### config.mk
export PLATFORM = sky130hd
export DESIGN_NAME = spi_flash_front
export DESIGN_NICKNAME = d
export VERILOG_FILES = /design/src/rtl/spi_fe_pkg.sv /design/src/rtl/spi_fe_sync.sv /design/src/rtl/spi_fe_rx.sv /design/src/rtl/spi_fe_tx.sv /design/src/rtl/spi_fe_ctrl.sv /design/src/rtl/spi_flash_front.sv
export SDC_FILE = /design/constraint.sdc
export NUM_CORES = 1
export LEC_CHECK = 0
export ABC_AREA = 1
export ABC_CLOCK_PERIOD_IN_PS = 7600
export BUFFER_PORTS_ARGS = -buffer_cell sky130_fd_sc_hd__buf_2
export CAP_MARGIN = 5
export CORE_MARGIN = 3
export CORE_UTILIZATION = 55
export DETAILED_ROUTE_END_ITERATION = 12
export PLACE_DENSITY = 0.76
export SYNTH_ARGS = -nofsm -noshare
export SYNTH_HDL_FRONTEND = slang
export SYNTH_HIERARCHICAL = 1
export SYNTH_SLANG_ARGS = --single-unit
### constraint.sdc
create_clock -name clk -period 7.6 [get_ports clk]
set_input_delay 0.76 -clock clk [delete_from_list [all_inputs] [get_ports clk]]
set_output_delay 0.76 -clock clk [all_outputs]
set_load 0.03 [all_outputs]
### src/rtl/spi_fe_pkg.sv
package spi_fe_pkg;

  typedef enum logic [2:0] {
    REQ_NONE = 3'd0,
    REQ_WREN = 3'd1,
    REQ_WRDI = 3'd2,
    REQ_WRSR = 3'd3,
    REQ_PROG = 3'd4,
    REQ_SECT = 3'd5,
    REQ_BLK  = 3'd6,
    REQ_CHIP = 3'd7
  } req_kind_e;

  typedef enum logic [2:0] {
    SRC_NONE,
    SRC_ARRAY,
    SRC_STATUS,
    SRC_JEDEC,
    SRC_MFRDEV
  } out_src_e;

  localparam logic [7:0] OPC_WREN  = 8'h06;
  localparam logic [7:0] OPC_WRDI  = 8'h04;
  localparam logic [7:0] OPC_RDST  = 8'h05;
  localparam logic [7:0] OPC_WRST  = 8'h01;
  localparam logic [7:0] OPC_READ  = 8'h03;
  localparam logic [7:0] OPC_FREAD = 8'h0B;
  localparam logic [7:0] OPC_PROG  = 8'h02;
  localparam logic [7:0] OPC_SECT  = 8'h20;
  localparam logic [7:0] OPC_BLK   = 8'hD8;
  localparam logic [7:0] OPC_CHIPA = 8'hC7;
  localparam logic [7:0] OPC_CHIPB = 8'h60;
  localparam logic [7:0] OPC_MDID  = 8'h90;
  localparam logic [7:0] OPC_JDID  = 8'h9F;

  function automatic logic takes_addr(input logic [7:0] op);
    return (op == OPC_READ) || (op == OPC_FREAD) || (op == OPC_PROG) ||
           (op == OPC_SECT) || (op == OPC_BLK) || (op == OPC_MDID);
  endfunction

endpackage

### src/rtl/spi_fe_sync.sv
module spi_fe_sync #(
  parameter int WIDTH  = 3,
  parameter int STAGES = 2,
  parameter logic [WIDTH-1:0] RST_VAL = '0
) (
  input  logic             clk,
  input  logic             rst_n,
  input  logic [WIDTH-1:0] d,
  output logic [WIDTH-1:0] q
);
  logic [STAGES-1:0][WIDTH-1:0] chain_q;

  always_ff @(posedge clk or negedge rst_n) begin
    if (!rst_n) begin
      for (int s = 0; s < STAGES; s++) chain_q[s] <= RST_VAL;
    end else begin
      chain_q[0] <= d;
      for (int s = 1; s < STAGES; s++) chain_q[s] <= chain_q[s-1];
    end
  end

  assign q = chain_q[STAGES-1];
endmodule

### src/rtl/spi_fe_rx.sv
module spi_fe_rx #(
  parameter int CNT_W = 3
) (
  input  logic             clk,
  input  logic             rst_n,
  input  logic             rise,
  input  logic             sel_end,
  input  logic             si_s,
  output logic             byte_done,
  output logic [7:0]       byte_val,
  output logic [2:0]       bit_cnt,
  output logic [CNT_W-1:0] byte_cnt
);
  localparam logic [CNT_W-1:0] CNT_MAX = '1;

  logic [6:0]       shreg_q, shreg_d;
  logic [2:0]       bit_q, bit_d;
  logic [CNT_W-1:0] cnt_q, cnt_d;
  logic             done_q, done_d;
  logic [7:0]       val_q, val_d;

  always_comb begin
    shreg_d = shreg_q;
    bit_d   = bit_q;
    cnt_d   = cnt_q;
    done_d  = 1'b0;
    val_d   = val_q;
    if (sel_end) begin
      bit_d = '0;
      cnt_d = '0;
    end else if (rise) begin
      shreg_d = {shreg_q[5:0], si_s};
      bit_d   = bit_q + 3'd1;
      if (bit_q == 3'd7) begin
        done_d = 1'b1;
        val_d  = {shreg_q, si_s};
        if (cnt_q != CNT_MAX) cnt_d = cnt_q + 1'b1;
      end
    end
  end

  always_ff @(posedge clk or negedge rst_n) begin
    if (!rst_n) begin
      shreg_q <= '0;
      bit_q   <= '0;
      cnt_q   <= '0;
      done_q  <= 1'b0;
      val_q   <= '0;
    end else begin
      shreg_q <= shreg_d;
      bit_q   <= bit_d;
      cnt_q   <= cnt_d;
      done_q  <= done_d;
      val_q   <= val_d;
    end
  end

  // byte_cnt seen with byte_done is the index of the finished byte
  logic [CNT_W-1:0] idx_q;
  always_ff @(posedge clk or negedge rst_n) begin
    if (!rst_n)     idx_q <= '0;
    else if (rise)  idx_q <= cnt_q;
  end

  assign byte_done = done_q;
  assign byte_val  = val_q;
  assign bit_cnt   = bit_q;
  assign byte_cnt  = done_q ? idx_q : cnt_q;
endmodule

### src/rtl/spi_fe_tx.sv
module spi_fe_tx (
  input  logic       clk,
  input  logic       rst_n,
  input  logic       fall,
  input  logic       sel_end,
  input  logic       out_en,
  input  logic [7:0] load_byte,
  output logic       take,
  output logic       so,
  output logic       so_oe
);
  logic [7:0] shreg_q, shreg_d;
  logic [2:0] idx_q, idx_d;
  logic       oe_q, oe_d;
  logic       take_d, take_q;

  always_comb begin
    shreg_d = shreg_q;
    idx_d   = idx_q;
    oe_d    = oe_q;
    take_d  = 1'b0;
    if (sel_end) begin
      idx_d = '0;
      oe_d  = 1'b0;
    end else if (fall && out_en) begin
      idx_d = idx_q + 3'd1;
      oe_d  = 1'b1;
      if (idx_q == 3'd0) begin
        shreg_d = load_byte;
        take_d  = 1'b1;
      end else begin
        shreg_d = {shreg_q[6:0], 1'b0};
      end
    end
  end

  always_ff @(posedge clk or negedge rst_n) begin
    if (!rst_n) begin
      shreg_q <= '0;
      idx_q   <= '0;
      oe_q    <= 1'b0;
      take_q  <= 1'b0;
    end else begin
      shreg_q <= shreg_d;
      idx_q   <= idx_d;
      oe_q    <= oe_d;
      take_q  <= take_d;
    end
  end

  assign take  = take_q;
  assign so    = shreg_q[7];
  assign so_oe = oe_q;
endmodule

### src/rtl/spi_fe_ctrl.sv
module spi_fe_ctrl
  import spi_fe_pkg::*;
#(
  parameter int         ADDR_W = 24,
  parameter int         CNT_W  = 3,
  parameter logic [7:0] ID_MFR = 8'h0E,
  parameter logic [7:0] ID_TYP = 8'h40,
  parameter logic [7:0] ID_CAP = 8'h13,
  parameter logic [7:0] ID_DEV = 8'h12
) (
  input  logic              clk,
  input  logic              rst_n,
  input  logic              byte_done,
  input  logic [7:0]        byte_val,
  input  logic [CNT_W-1:0]  byte_idx,
  input  logic [2:0]        bit_cnt,
  input  logic              sel_end,
  input  logic              take,
  input  logic              busy_i,
  input  logic [7:0]        status_i,
  input  logic [7:0]        mem_rdata_i,
  output logic              out_en,
  output logic [7:0]        load_byte,
  output logic              req_valid_o,
  output logic [2:0]        req_kind_o,
  output logic [ADDR_W-1:0] req_addr_o,
  output logic [7:0]        req_data_o,
  output logic              stage_valid_o,
  output logic [ADDR_W-1:0] stage_addr_o,
  output logic [7:0]        stage_data_o,
  output logic              mem_rd_o,
  output logic [ADDR_W-1:0] mem_addr_o
);
  localparam logic [CNT_W-1:0] IDX_OP   = CNT_W'(0);
  localparam logic [CNT_W-1:0] IDX_A0   = CNT_W'(1);
  localparam logic [CNT_W-1:0] IDX_ALST = CNT_W'(3);
  localparam logic [CNT_W-1:0] IDX_DUM  = CNT_W'(4);
  localparam logic [CNT_W-1:0] N_CMD    = CNT_W'(1);
  localparam logic [CNT_W-1:0] N_WRST   = CNT_W'(2);
  localparam logic [CNT_W-1:0] N_ERASE  = CNT_W'(4);
  localparam logic [CNT_W-1:0] N_PROG   = CNT_W'(5);

  logic [7:0]        opc_q, opc_d;
  logic              refused_q, refused_d;
  logic [ADDR_W-1:0] addr_q, addr_d, addr_nx;
  logic [7:0]        wsr_q, wsr_d;
  logic [7:0]        pg_q, pg_d;
  logic              oen_q, oen_d;
  out_src_e          src_q, src_d;
  logic [1:0]        id_q, id_d;
  logic [ADDR_W-1:0] rda_q, rda_d;
  logic              rdp_q, rbuf_en;
  logic [7:0]        rbuf_q;
  logic              mrd_q, mrd_d;
  logic              rv_q, rv_d;
  req_kind_e         rk_q, rk_d;
  logic [ADDR_W-1:0] ra_q, ra_d;
  logic [7:0]        rdat_q, rdat_d;
  logic              sv_q, sv_d;
  logic [ADDR_W-1:0] sa_q, sa_d;
  logic [7:0]        sd_q, sd_d;
  logic              whole;

  assign addr_nx = {addr_q[ADDR_W-9:0], byte_val};
  assign whole   = (bit_cnt == 3'd0);
  assign rbuf_en = rdp_q;

  always_comb begin
    opc_d     = opc_q;
    refused_d = refused_q;
    addr_d    = addr_q;
    wsr_d     = wsr_q;
    pg_d      = pg_q;
    oen_d     = oen_q;
    src_d     = src_q;
    id_d      = id_q;
    rda_d     = rda_q;
    mrd_d     = 1'b0;
    rv_d      = 1'b0;
    rk_d      = rk_q;
    ra_d      = ra_q;
    rdat_d    = rdat_q;
    sv_d      = 1'b0;
    sa_d      = sa_q;
    sd_d      = sd_q;

    if (byte_done) begin
      if (byte_idx == IDX_OP) begin
        opc_d     = byte_val;
        refused_d = busy_i;
        if (byte_val == OPC_RDST) begin
          oen_d = 1'b1;
          src_d = SRC_STATUS;
        end else if (byte_val == OPC_JDID && !busy_i) begin
          oen_d = 1'b1;
          src_d = SRC_JEDEC;
          id_d  = 2'd0;
        end
      end else begin
        if (byte_idx <= IDX_ALST && takes_addr(opc_q)) addr_d = addr_nx;
        if (byte_idx == IDX_A0 && opc_q == OPC_WRST) wsr_d = byte_val;
        if (byte_idx == IDX_ALST) begin
          if (opc_q == OPC_PROG) pg_d = byte_val;
          if (opc_q == OPC_READ && !refused_q) begin
            oen_d = 1'b1;
            src_d = SRC_ARRAY;
            rda_d = addr_nx;
            mrd_d = 1'b1;
          end
          if (opc_q == OPC_MDID && !refused_q) begin
            oen_d = 1'b1;
            src_d = SRC_MFRDEV;
            id_d  = {1'b0, byte_val[0]};
          end
        end
        if (byte_idx == IDX_DUM && opc_q == OPC_FREAD && !refused_q) begin
          oen_d = 1'b1;
          src_d = SRC_ARRAY;
          rda_d = addr_q;
          mrd_d = 1'b1;
        end
        if (byte_idx >= IDX_DUM && opc_q == OPC_PROG) begin
          sv_d = 1'b1;
          sa_d = {addr_q[ADDR_W-1:8], pg_q};
          sd_d = byte_val;
          pg_d = pg_q + 8'd1;
        end
      end
    end

    if (take) begin
      case (src_q)
        SRC_ARRAY: begin
          rda_d = rda_q + 1'b1;
          mrd_d = 1'b1;
        end
        SRC_JEDEC:  id_d = (id_q == 2'd2) ? 2'd0 : id_q + 2'd1;
        SRC_MFRDEV: id_d = {1'b0, ~id_q[0]};
        default: ;
      endcase
    end

    if (sel_end) begin
      if (whole) begin
        unique case (opc_q)
          OPC_WREN: if (byte_idx == N_CMD) begin rv_d = 1'b1; rk_d = REQ_WREN; end
          OPC_WRDI: if (byte_idx == N_CMD) begin rv_d = 1'b1; rk_d = REQ_WRDI; end
          OPC_CHIPA, OPC_CHIPB:
            if (byte_idx == N_CMD) begin rv_d = 1'b1; rk_d = REQ_CHIP; end
          OPC_WRST: if (byte_idx == N_WRST) begin
            rv_d = 1'b1; rk_d = REQ_WRST_SEL(); rdat_d = wsr_q;
          end
          OPC_SECT: if (byte_idx == N_ERASE) begin
            rv_d = 1'b1; rk_d = REQ_SECT; ra_d = addr_q;
          end
          OPC_BLK: if (byte_idx == N_ERASE) begin
            rv_d = 1'b1; rk_d = REQ_BLK; ra_d = addr_q;
          end
          OPC_PROG: if (byte_idx >= N_PROG) begin
            rv_d = 1'b1; rk_d = REQ_PROG; ra_d = addr_q;
          end
          default: ;
        endcase
      end
      opc_d     = '0;
      refused_d = 1'b0;
      addr_d    = '0;
      oen_d     = 1'b0;
      src_d     = SRC_NONE;
      id_d      = '0;
      mrd_d     = 1'b0;
      sv_d      = 1'b0;
    end
  end

  function automatic req_kind_e REQ_WRST_SEL();
    return REQ_WRSR;
  endfunction

  always_ff @(posedge clk or negedge rst_n) begin
    if (!rst_n) begin
      opc_q     <= '0;
      refused_q <= 1'b0;
      addr_q    <= '0;
      wsr_q     <= '0;
      pg_q      <= '0;
      oen_q     <= 1'b0;
      src_q     <= SRC_NONE;
      id_q      <= '0;
      rda_q     <= '0;
      mrd_q     <= 1'b0;
      rdp_q     <= 1'b0;
      rv_q      <= 1'b0;
      rk_q      <= REQ_NONE;
      ra_q      <= '0;
      rdat_q    <= '0;
      sv_q      <= 1'b0;
      sa_q      <= '0;
      sd_q      <= '0;
    end else begin
      opc_q     <= opc_d;
      refused_q <= refused_d;
      addr_q    <= addr_d;
      wsr_q     <= wsr_d;
      pg_q      <= pg_d;
      oen_q     <= oen_d;
      src_q     <= src_d;
      id_q      <= id_d;
      rda_q     <= rda_d;
      mrd_q     <= mrd_d;
      rdp_q     <= mrd_q;
      rv_q      <= rv_d;
      rk_q      <= rk_d;
      ra_q      <= ra_d;
      rdat_q    <= rdat_d;
      sv_q      <= sv_d;
      sa_q      <= sa_d;
      sd_q      <= sd_d;
    end
  end

  always_ff @(posedge clk or negedge rst_n) begin
    if (!rst_n)       rbuf_q <= '0;
    else if (rbuf_en) rbuf_q <= mem_rdata_i;
  end

  always_comb begin
    case (src_q)
      SRC_ARRAY:  load_byte = rbuf_q;
      SRC_STATUS: load_byte = status_i;
      SRC_JEDEC:  load_byte = (id_q == 2'd0) ? ID_MFR : (id_q == 2'd1) ? ID_TYP : ID_CAP;
      SRC_MFRDEV: load_byte = id_q[0] ? ID_DEV : ID_MFR;
      default:    load_byte = 8'h00;
    endcase
  end

  assign out_en        = oen_q;
  assign req_valid_o   = rv_q;
  assign req_kind_o    = rk_q;
  assign req_addr_o    = ra_q;
  assign req_data_o    = rdat_q;
  assign stage_valid_o = sv_q;
  assign stage_addr_o  = sa_q;
  assign stage_data_o  = sd_q;
  assign mem_rd_o      = mrd_q;
  assign mem_addr_o    = rda_q;
endmodule

### src/rtl/spi_flash_front.sv
module spi_flash_front
  import spi_fe_pkg::*;
#(
  parameter int         ADDR_W      = 24,
  parameter int         SYNC_STAGES = 2,
  parameter logic [7:0] ID_MFR      = 8'h0E,
  parameter logic [7:0] ID_TYP      = 8'h40,
  parameter logic [7:0] ID_CAP      = 8'h13,
  parameter logic [7:0] ID_DEV      = 8'h12
) (
  input  logic              clk,
  input  logic              rst_n,
  input  logic              sclk,
  input  logic              cs_n,
  input  logic              si,
  output logic              so,
  output logic              so_oe,
  input  logic              busy_i,
  input  logic [7:0]        status_i,
  output logic              req_valid_o,
  output logic [2:0]        req_kind_o,
  output logic [ADDR_W-1:0] req_addr_o,
  output logic [7:0]        req_data_o,
  output logic              stage_valid_o,
  output logic [ADDR_W-1:0] stage_addr_o,
  output logic [7:0]        stage_data_o,
  output logic              mem_rd_o,
  output logic [ADDR_W-1:0] mem_addr_o,
  input  logic [7:0]        mem_rdata_i
);
  localparam int CNT_W = 3;

  // reset: asserted at once, released on the clock
  logic [1:0] rst_pipe_q;
  logic       rst_int_n;
  always_ff @(posedge clk or negedge rst_n) begin
    if (!rst_n) rst_pipe_q <= '0;
    else        rst_pipe_q <= {rst_pipe_q[0], 1'b1};
  end
  assign rst_int_n = rst_pipe_q[1];

  // pin order in the bundle: {cs_n, sclk, si}
  logic [2:0] pins_s;
  spi_fe_sync #(.WIDTH(3), .STAGES(SYNC_STAGES), .RST_VAL(3'b100)) u_sync (
    .clk(clk), .rst_n(rst_int_n), .d({cs_n, sclk, si}), .q(pins_s)
  );

  logic cs_s, sclk_s, si_s;
  logic cs_prev_q, sclk_prev_q;
  assign {cs_s, sclk_s, si_s} = pins_s;

  always_ff @(posedge clk or negedge rst_int_n) begin
    if (!rst_int_n) begin
      cs_prev_q   <= 1'b1;
      sclk_prev_q <= 1'b0;
    end else begin
      cs_prev_q   <= cs_s;
      sclk_prev_q <= sclk_s;
    end
  end

  logic rise, fall, sel_end;
  assign rise    = sclk_s & ~sclk_prev_q & ~cs_s;
  assign fall    = ~sclk_s & sclk_prev_q & ~cs_s;
  assign sel_end = cs_s & ~cs_prev_q;

  logic             byte_done;
  logic [7:0]       byte_val;
  logic [2:0]       bit_cnt;
  logic [CNT_W-1:0] byte_idx;

  spi_fe_rx #(.CNT_W(CNT_W)) u_rx (
    .clk(clk), .rst_n(rst_int_n), .rise(rise), .sel_end(sel_end), .si_s(si_s),
    .byte_done(byte_done), .byte_val(byte_val), .bit_cnt(bit_cnt), .byte_cnt(byte_idx)
  );

  logic       out_en, take;
  logic [7:0] load_byte;

  spi_fe_ctrl #(
    .ADDR_W(ADDR_W), .CNT_W(CNT_W),
    .ID_MFR(ID_MFR), .ID_TYP(ID_TYP), .ID_CAP(ID_CAP), .ID_DEV(ID_DEV)
  ) u_ctrl (
    .clk(clk), .rst_n(rst_int_n),
    .byte_done(byte_done), .byte_val(byte_val), .byte_idx(byte_idx), .bit_cnt(bit_cnt),
    .sel_end(sel_end), .take(take), .busy_i(busy_i), .status_i(status_i),
    .mem_rdata_i(mem_rdata_i), .out_en(out_en), .load_byte(load_byte),
    .req_valid_o(req_valid_o), .req_kind_o(req_kind_o), .req_addr_o(req_addr_o),
    .req_data_o(req_data_o), .stage_valid_o(stage_valid_o), .stage_addr_o(stage_addr_o),
    .stage_data_o(stage_data_o), .mem_rd_o(mem_rd_o), .mem_addr_o(mem_addr_o)
  );

  spi_fe_tx u_tx (
    .clk(clk), .rst_n(rst_int_n), .fall(fall), .sel_end(sel_end), .out_en(out_en),
    .load_byte(load_byte), .take(take), .so(so), .so_oe(so_oe)
  );
endmodule

* After elaboration in Yosys (flattened, before gate mapping)
Cells that the tools add are included.
** Storage, ports and cells
- Flip-flop bits (word level) :: 206
- Input bits :: 22
- Word-level logic and storage cells :: 239
** Operators by class
- Add/subtract/negate cells :: 6
- Order comparisons :: 3
- Eq/ne operators :: 35
- Muxes and demuxes :: 100
- Bitwise operators :: 12
- Reductions and logical operators :: 49
** Operator list (count)
- 24-bit 2-to-1 mux :: 13
- 3-bit 2-to-1 mux :: 25
- 8-bit 2-to-1 mux :: 8
- 24-bit case mux with 2 select lines :: 1
- 1-bit 2-to-1 mux :: 38
- 8-bit equality test (second input constant) :: 4
- 8-bit case mux with 4 select lines :: 1
- 24-bit by 1-bit adder with 24-bit output (second input constant) :: 1
- 8-bit by 3-bit equality test with 1-bit output (second input constant) :: 3
- 3-bit case mux with 7 select lines :: 1
- 2-bit nonzero test :: 10
- 2-bit 2-to-1 mux :: 9
- 8-bit by 2-bit equality test with 1-bit output (second input constant) :: 2
- 3-bit AND reduction :: 5
- 3-bit by 2-bit equality test with 1-bit output (second input constant) :: 4
- 4-bit AND reduction :: 3
- 2-bit inequality test (second input constant) :: 5
- 10-bit AND reduction :: 1
- 3-bit by 1-bit adder with 3-bit output (second input constant) :: 3
- 3-bit equality test (second input constant) :: 3
- 1-bit logical AND :: 9
- 3-bit zero test :: 3
- 8-bit by 1-bit adder with 8-bit output (second input constant) :: 1
- 8-bit by 1-bit equality test with 1-bit output (second input constant) :: 1
- 28 further kinds :: 51

* Longest topological paths before layout
Gate-level depths: netlist of run 1.
- Depth after elaboration :: 11
- Mapped depth :: 13
- Mapped depth without buffers :: 12

* By module
The synthesis of run 1 kept the hierarchy.
** By module, submodules not included
- spi_fe_ctrl :: times used 1, cells each 1074, area an instance 8161.6 um^2, sequential area each 3953.8 um^2
- spi_fe_rx :: times used 1, cells each 111, area an instance 1066.0 um^2, sequential area each 625.6 um^2
- spi_fe_tx :: times used 1, cells each 90, area an instance 681.9 um^2, sequential area each 325.3 um^2
- spi_fe_sync :: times used 1, cells each 9, area an instance 175.2 um^2, sequential area each 152.6 um^2
- spi_flash_front :: times used 1, cells each 12, area an instance 133.9 um^2, sequential area each 101.3 um^2

* Least setup slack after synthesis of run 1
No wires, ideal clock.
- Path type :: flip-flop to flip-flop
- Start point :: reg u_sync.chain_q (netlist bit u_sync/q[2])
- End point :: reg u_ctrl.ra_q[18] (netlist: u_ctrl/req_addr_o[18])
- Library setup time :: 0.130 ns
- Arrival time :: 2.167 ns
- Slack :: 5.302 ns
- Stages on the path, launching flop included :: 12
- Buffers on the path :: 4
- Period minus slack after synthesis :: 2.298 ns
- Cell sequence :: dfstp_2 buf_4 inv_2 nor2_1 buf_4 inv_2 nor4_4 nand4_1 buf_4 buf_6 nand2_1 o21ai_1
** Between the ends
- Word-level cells in the longest chain between the ends :: 2
** Ends and longest elaborated chain
- from (decl) :: line spi_fe_sync.sv:11 : logic [STAGES-1:0][WIDTH-1:0] chain_q;
- 1-bit AND :: line spi_flash_front.sv:65 : assign sel_end = cs_s & ~cs_prev_q;
- net sel_end :: line spi_flash_front.sv:62 : logic rise, fall, sel_end;
- 5-bit AND reduction (no line)
- to (signal assigned) :: line spi_fe_ctrl.sv:214 : ra_q <= ra_d;
- to (decl) :: line spi_fe_ctrl.sv:57 : logic [ADDR_W-1:0] ra_q, ra_d;
The timed path passes the listed nets, and every way through them passes these cells.
A chain may end at the register's enable or synchronous reset.

* Worst setup path in the final report of run 1
- Start point :: reg u_sync.chain_q (netlist bit u_sync/q[2])
- End point :: reg u_ctrl.ra_q[4] (netlist: u_ctrl/req_addr_o[4])
Same word-level chain as after synthesis.

==> results of run 1 <==
-- per-layer routing --
layer | share of wire, % | GRT usage (%)
met1 | 47 | 39.4
met2 | 44 | 38.7
met3 | 7.8 | 3.46
met4 | 1.6 | 5.30
met5 | 0 | 0
-- report_power, final --
part / leakage (nW) / total (mW) / internal (mW) / switching, mW
combinational: 2.83 / 0.347 / 0.113 / 0.234
clock: 0.350 / 1.07 / 0.650 / 0.420
sequential: 2.74 / 1.28 / 1.19 / 0.0902
total: 5.93 / 2.69 / 1.95 / 0.744
-- cells by family (layout without fill, tap and decap cells) --
family | after synthesis | count (layout) | synth area share [%]
mux | 1 | 1 | 0.110
compound gates | 191 | 191 | 10.3
xor+xnor | 5 | 5 | 0.429
simple gates | 682 | 682 | 29.3
buf+inv | 202 | 311 | 8.39
flops | 206 | 206 | 50.5
fa+ha+maj | 8 | 8 | 0.980
other cells | 1 | 1 | 0.0367
-- worst max path at each step --
stage,from,to,slack (ns),depth (start not counted)
global placement,u_sync/q[2],u_ctrl/req_addr_o[6],4.48,8
detailed placement,u_sync/q[2],u_ctrl/req_addr_o[4],4.32,8
floorplan,rst_pipe_q[1],sclk_prev_q,1.44,0
finish,u_sync/q[2],u_ctrl/req_addr_o[4],4.26,8
CTS,u_sync/q[2],u_ctrl/req_addr_o[4],4.29,8
global route,u_sync/q[2],u_ctrl/req_addr_o[18],4.04,8
-- per-stage QoR --
step | total power, mW | setup slack [ns] | std cells | area [um^2] | utilization (%)
finish | 2.69 | 4.26 | 1634 | 11600 | 63.9
global route | 2.81 | 4.04 | 1634 | 11600 | 63.9
CTS | 2.71 | 4.29 | 1634 | 11600 | 63.9
detailed placement | 1.64 | 4.32 | 1596 | 10800 | 60.0
global placement | 1.63 | 4.48 | 1596 | 10800 | 60.0
floorplan | 1.54 | 1.44 | 1296 | 10200 | -
-- final cells by class --
| type | count | area [um^2] | area share (%) |
|---|---|---|---|
| Timing Repair Buffer | 122 | 623 | 5.39 |
| Clock inverter | 5 | 77.6 | 0.671 |
| Sequential cell | 206 | 5160 | 44.6 |
| Inverter | 151 | 567 | 4.90 |
| Multi-Input combinational cell | 888 | 4210 | 36.4 |
| Tap cell | 229 | 287 | 2.48 |
| Clock buffer | 33 | 643 | 5.56 |
-- synthesized netlist by cell type, types with 5 or more instances --
| master | number | share of area (%) |
|---|---|---|
| nor2_1 | 128 | 4.7 |
| o21ai_1 | 36 | 1.8 |
| buf_2 | 16 | 0.78 |
| nand2_1 | 346 | 13 |
| nand4_1 | 30 | 1.8 |
| dfrtp_1 | 203 | 50 |
| clkbuf_1 | 17 | 0.62 |
| nor2_4 | 6 | 0.66 |
| inv_2 | 12 | 0.44 |
| ha_1 | 8 | 0.98 |
| nand3_1 | 121 | 5.9 |
| o21ai_2 | 11 | 0.94 |
| o211ai_1 | 8 | 0.59 |
| inv_1 | 139 | 5.1 |
| a21oi_1 | 22 | 1.1 |
| nor3_1 | 19 | 0.93 |
| nor2_2 | 5 | 0.31 |
| buf_6 | 6 | 0.66 |
| nand2_2 | 9 | 0.55 |
| buf_4 | 9 | 0.66 |
| o21ai_0 | 105 | 5.1 |
| nand3b_1 | 8 | 0.59 |
-- state kept, by name, summed over array words and instances, names as in the netlist, 7 cells and up --
| register | flops |
|---|---|
| u_ctrl/req_addr_o | 24 |
| u_ctrl/rbuf_q | 8 |
| u_ctrl/wsr_q | 8 |
| u_rx/shreg_q | 7 |
| u_ctrl/stage_addr_o | 24 |
| u_ctrl/opc_q | 8 |
| u_ctrl/pg_q | 8 |
| u_ctrl/stage_data_o | 8 |
| u_ctrl/addr_q | 24 |
| u_rx/byte_val | 8 |
| u_ctrl/mem_addr_o | 24 |
| u_tx/shreg_q | 8 |
| u_ctrl/req_data_o | 8 |
-- worst reg2reg max path, stage by stage (launching register included) --
cell and delay, ns:
dfstp_2 0.55, inv_2 0.04, nor2_2 0.78, inv_2 0.59, nor4_4 0.58, nand4_1 0.16, buf_4 0.30, nand2_1 0.12
o21ai_0 0.08
==> results.json, run 1 <==
{
  "synth-async-reset-ratio_pct": 100,
  "grt_max_degree": 77,
  "synthCells": 1296,
  "wl_mm": 25.9,
  "diodes": 0,
  "synth-edff-count": 0,
  "cts_buffer_depth": 3,
  "p_per_area_mw_per_mm2": 233,
  "postRouteAntennaNets": 0,
  "rows": 49,
  "numCtsBuffers": 22,
  "ios": 118,
  "ys_ff_latch": 206,
  "die_y_um": 142,
  "cp_slowest_cell": "nor2_2",
  "rrSetupSlack_ns": 4.26,
  "postCtsHoldBufs": 0,
  "drc": 0,
  "layout.nets": 1421,
  "min_period_ns": 3.34,
  "cp_top_family": "simple AND/OR/NAND/NOR gates",
  "area_growth_syn_to_layout_pct": 13.2,
  "cts_tree": "built",
  "yosysWarningCount": 6,
  "die_x_um": 142,
  "clock-sinks": 206,
  "tightestPinTransition_ns": 1.06,
  "synth_seq_area_share_pct": 50.5,
  "viasPerCell": 5.47,
  "r2r_cells": 8,
  "slowest_delay_ns": 0.78,
  "grt_pass1_wl_mm": 41.9,
  "path_buf_inv": 3,
  "avgSynthCellArea_um2": 7.88,
  "finalHoldViolations": 0,
  "path_class": "flop to flop",
  "nFillCells": 1556,
  "cts-root-buf": "clkbuf_16",
  "syn-cell-area_mm2": 0.0102,
  "antenna_found_initial": 0,
  "final_cell_mix": "nand2_1, dfrtp_1, inv_1",
  "cts_max_level": 1,
  "track_usage_pct": 25.5,
  "layout_commonest_cell": "nand2_1",
  "r2r-end": "u_ctrl/req_addr_o[4]",
  "io_buffers": 117,
  "setup_tns_ns": 0,
  "synth.net_count": 1326,
  "via_count": 8944,
  "fmax_mhz": 299,
  "cap_violations": 0,
  "fp.coreArea_mm2": 0.0181,
  "total_leakage_power_nw": 5.93,
  "synth_cell_type_count": 40,
  "drt-initial-drc-count": 1007,
  "cts_setup_buffers": 0,
  "wl_per_cell_um": 15.9,
  "grt-ovfl-total": 0,
  "path_cells": "inv_2, nor2_2, inv_2, nor4_4, nand4_1, buf_4, nand2_1, o21ai_0",
  "status": "completed",
  "die_area_mm2": 0.0203,
  "min_path_type": "input port to asynchronous set/reset pin",
  "ir_drop_mv": 0.174,
  "hpwl_mm": 18.4,
  "ctsResizeCount": 0,
  "slew_violations": 0,
  "routabilityCongestion": 0.970,
  "finalCritPeriodShare_pct": 44.0,
  "rsz0062_at_grt": "false",
  "worstPathRequired_ns": 7.96,
  "finalSetupViolations": 0,
  "cp-end-kind": "flop",
  "whs_ns": 0.0368,
  "synthFlopType": "dfrtp_1",
  "r2r-start": "u_sync/q[2]",
  "start_util_pct": 56.5,
  "insertion_delay_ns": 0.49,
  "skew_ns": 0.0106,
  "crit_fanout": 48,
  "max-slew-margin-rel_pct": 29.3,
  "grt_pass1_vias": 7998,
  "cpMostUsedCell": "inv_2",
  "cp.arrival_ns": 3.70,
  "layout-drive-gt1-share_pct": 15.1,
  "clk_pin_slew_worst_paths_ns": 0.06,
  "start_kind": "flop",
  "drt-pass1-iter-count": 6
}
No activity file was read; power rests on OpenSTA's default activity.
==> inputs of run 2 (changes only) <==
--- a/config.mk
+++ b/config.mk
@@ -6,7 +6,7 @@
 export NUM_CORES = 1
 export LEC_CHECK = 0
 export ABC_AREA = 1
-export ABC_CLOCK_PERIOD_IN_PS = 7600
+export ABC_CLOCK_PERIOD_IN_PS = 3200
 export BUFFER_PORTS_ARGS = -buffer_cell sky130_fd_sc_hd__buf_2
 export CAP_MARGIN = 5
 export CORE_MARGIN = 3
==> constraint.sdc (replaced) <==
create_clock -name clk -period 3.2 [get_ports clk]
set_input_delay 0.32 -clock clk [delete_from_list [all_inputs] [get_ports clk]]
set_output_delay 0.32 -clock clk [all_outputs]
set_load 0.03 [all_outputs]
==> run 2 against run 1 <==
  * Non-clock buffer count increased by 13
  * Global-route usage increased by 1.1 points
  * Combinational power increased by 140%
==> results.json, run 2 (synthesis results as in run 1) <==
{
  "fp.coreArea_mm2": 0.0181,
  "skew_ns": 0.0182,
  "total_leakage_power_nw": 6.01,
  "cts_tree": "built",
  "cp.arrival_ns": 3.21,
  "tightestPinTransition_ns": 0.973,
  "use_met2_pct": 41.5,
  "ctsResizeCount": 0,
  "die_area_mm2": 0.0203,
  "die_y_um": 142,
  "fin_area_mm2": 0.0117,
  "rrSetupSlack_ns": 0.38,
  "die_x_um": 142,
  "cp_slowest_cell": "nor2_2",
  "clock-sinks": 206,
  "fmax_mhz": 355,
  "ir_drop_mv": 0.527,
  "p_per_area_mw_per_mm2": 552,
  "status": "completed",
  "final_cell_mix": "nand2_1, dfrtp_1, inv_1",
  "worstPathRequired_ns": 3.59,
  "final_core_util_pct": 64.8,
  "top_usage_layer": "met2",
  "start_util_pct": 56.5,
  "setup_tns_ns": 0,
  "final_cells": 1648,
  "max-slew-margin-rel_pct": 34.6,
  "hpwl_mm": 19.0,
  "clk_pin_slew_worst_paths_ns": 0.06,
  "layout_commonest_cell": "nand2_1",
  "slowest_delay_ns": 0.72,
  "grt_pass1_vias": 8541,
  "layout.nets": 1434,
  "cts-root-buf": "clkbuf_16",
  "finalPower_mw": 6.47,
  "postRouteAntennaNets": 0,
  "use_met3_pct": 4.57,
  "cts_buffer_depth": 3,
  "drt-pass1-iter-count": 8,
  "layout-drive-gt1-share_pct": 15.9,
  "min_period_ns": 2.82,
  "track_usage_pct": 26.5,
  "grt-ovfl-total": 0,
  "path_cells": "buf_4, o21ai_0, nor2_2, nand2_2, inv_2, nor2_4, inv_2, nor2_2, nand3_1, nand2_1, nor2_1",
  "cap_violations": 0,
  "rows": 49,
  "area_growth_syn_to_layout_pct": 14.7,
  "worstSetupStartpoint": "u_rx/byte_done",
  "viasPerCell": 5.58,
  "slew_violations": 0,
  "numCtsBuffers": 22,
  "start_kind": "flop",
  "path_buf_inv": 3,
  "worstHoldStart": "mem_rdata_i[3]",
  "min_path_type": "input port to flop",
  "wl_per_cell_um": 16.4,
  "dp_cells": 1605,
  "io_buffers": 117,
  "wl_mm": 27.0,
  "drc": 0,
  "routabilityCongestion": 0.945,
  "finalCritPeriodShare_pct": 88.1,
  "cts_max_level": 1,
  "via_count": 9188,
  "r2r-start": "u_rx/byte_done",
  "path_class": "flop to flop",
  "drt-initial-drc-count": 973,
  "cp_top_family": "simple AND/OR/NAND/NOR gates",
  "placed_cell_area_mm2": 0.0109,
  "grt_pass1_wl_mm": 43.6,
  "finalSetupViolations": 0,
  "globalRouteMet1Util_pct": 38.1,
  "rsz0062_at_grt": "false",
  "antenna_found_initial": 0,
  "grt_max_degree": 53,
  "cp-end-kind": "flop",
  "crit_fanout": 23,
  "insertion_delay_ns": 0.51,
  "finalHoldViolations": 0,
  "ios": 118,
  "diodes": 0
}
[run 2: where the power goes]
group | switching, mW | internal [mW]
clock network | 1.04 | 1.55
logic | 0.569 | 0.278
registers | 0.224 | 2.81
total | 1.83 | 4.64
[run 2: what timing repair did]
action                                  in CTS  in global routing
hold buffers                                 4                  0
endpoints found under the setup margin       0                  0
endpoints found under the hold margin        5                  0
setup buffers                                0                  0
[run 2: layer usage]
layer / up-vias / wire length (um)
met5: - / 0
met4: 0 / 839
met3: 63 / 2350
met2: 406 / 12100
met1: 4315 / 11800
li1: 4404 / -
[run 2: per-stage QoR]
| step | hold WS, ns | setup WS (ns) |
|---|---|---|
| CTS | 0.00526 | 0.435 |
| global route | 0.0188 | 0.115 |
| global placement | 0.110 | 0.532 |
| detailed placement | 0.109 | 0.488 |
| finish | 0.0182 | 0.379 |
| floorplan | 0.0244 | 0.902 |
[run 2: path summary, 6_finish.rpt]
| path | endpoint | depth (start not counted) |
|---|---|---|
| max reg2reg | u_ctrl/mem_addr_o[6] | 11 |
| min reg2reg | u_sync/q[0] | 0 |
| min | u_ctrl/rbuf_q[3] | 3 |
| max | u_ctrl/mem_addr_o[6] | 11 |
| min in group asynchronous | rst_pipe_q[1] | 2 |
| max in group asynchronous | cs_prev_q | 1 |
[run 2: layout make-up]
cell class              count  area, um^2
clock buffers              30         631
inverters                 151         567
flip-flops and latches    206        5160
well taps                 229         287
clock inverters             9         113
repair buffers            135         756
fillers                  1529        6370
multi-input cells         888        4210
[run 2: worst register-to-register path: stages, from the launching register on]
cell and delay (ns):
dfrtp_1 0.40, buf_4 0.19, o21ai_0 0.43, nor2_2 0.12
nand2_2 0.15, inv_2 0.07, nor2_4 0.17, inv_2 0.08
nor2_2 0.72, nand3_1 0.20, nand2_1 0.13, nor2_1 0.06
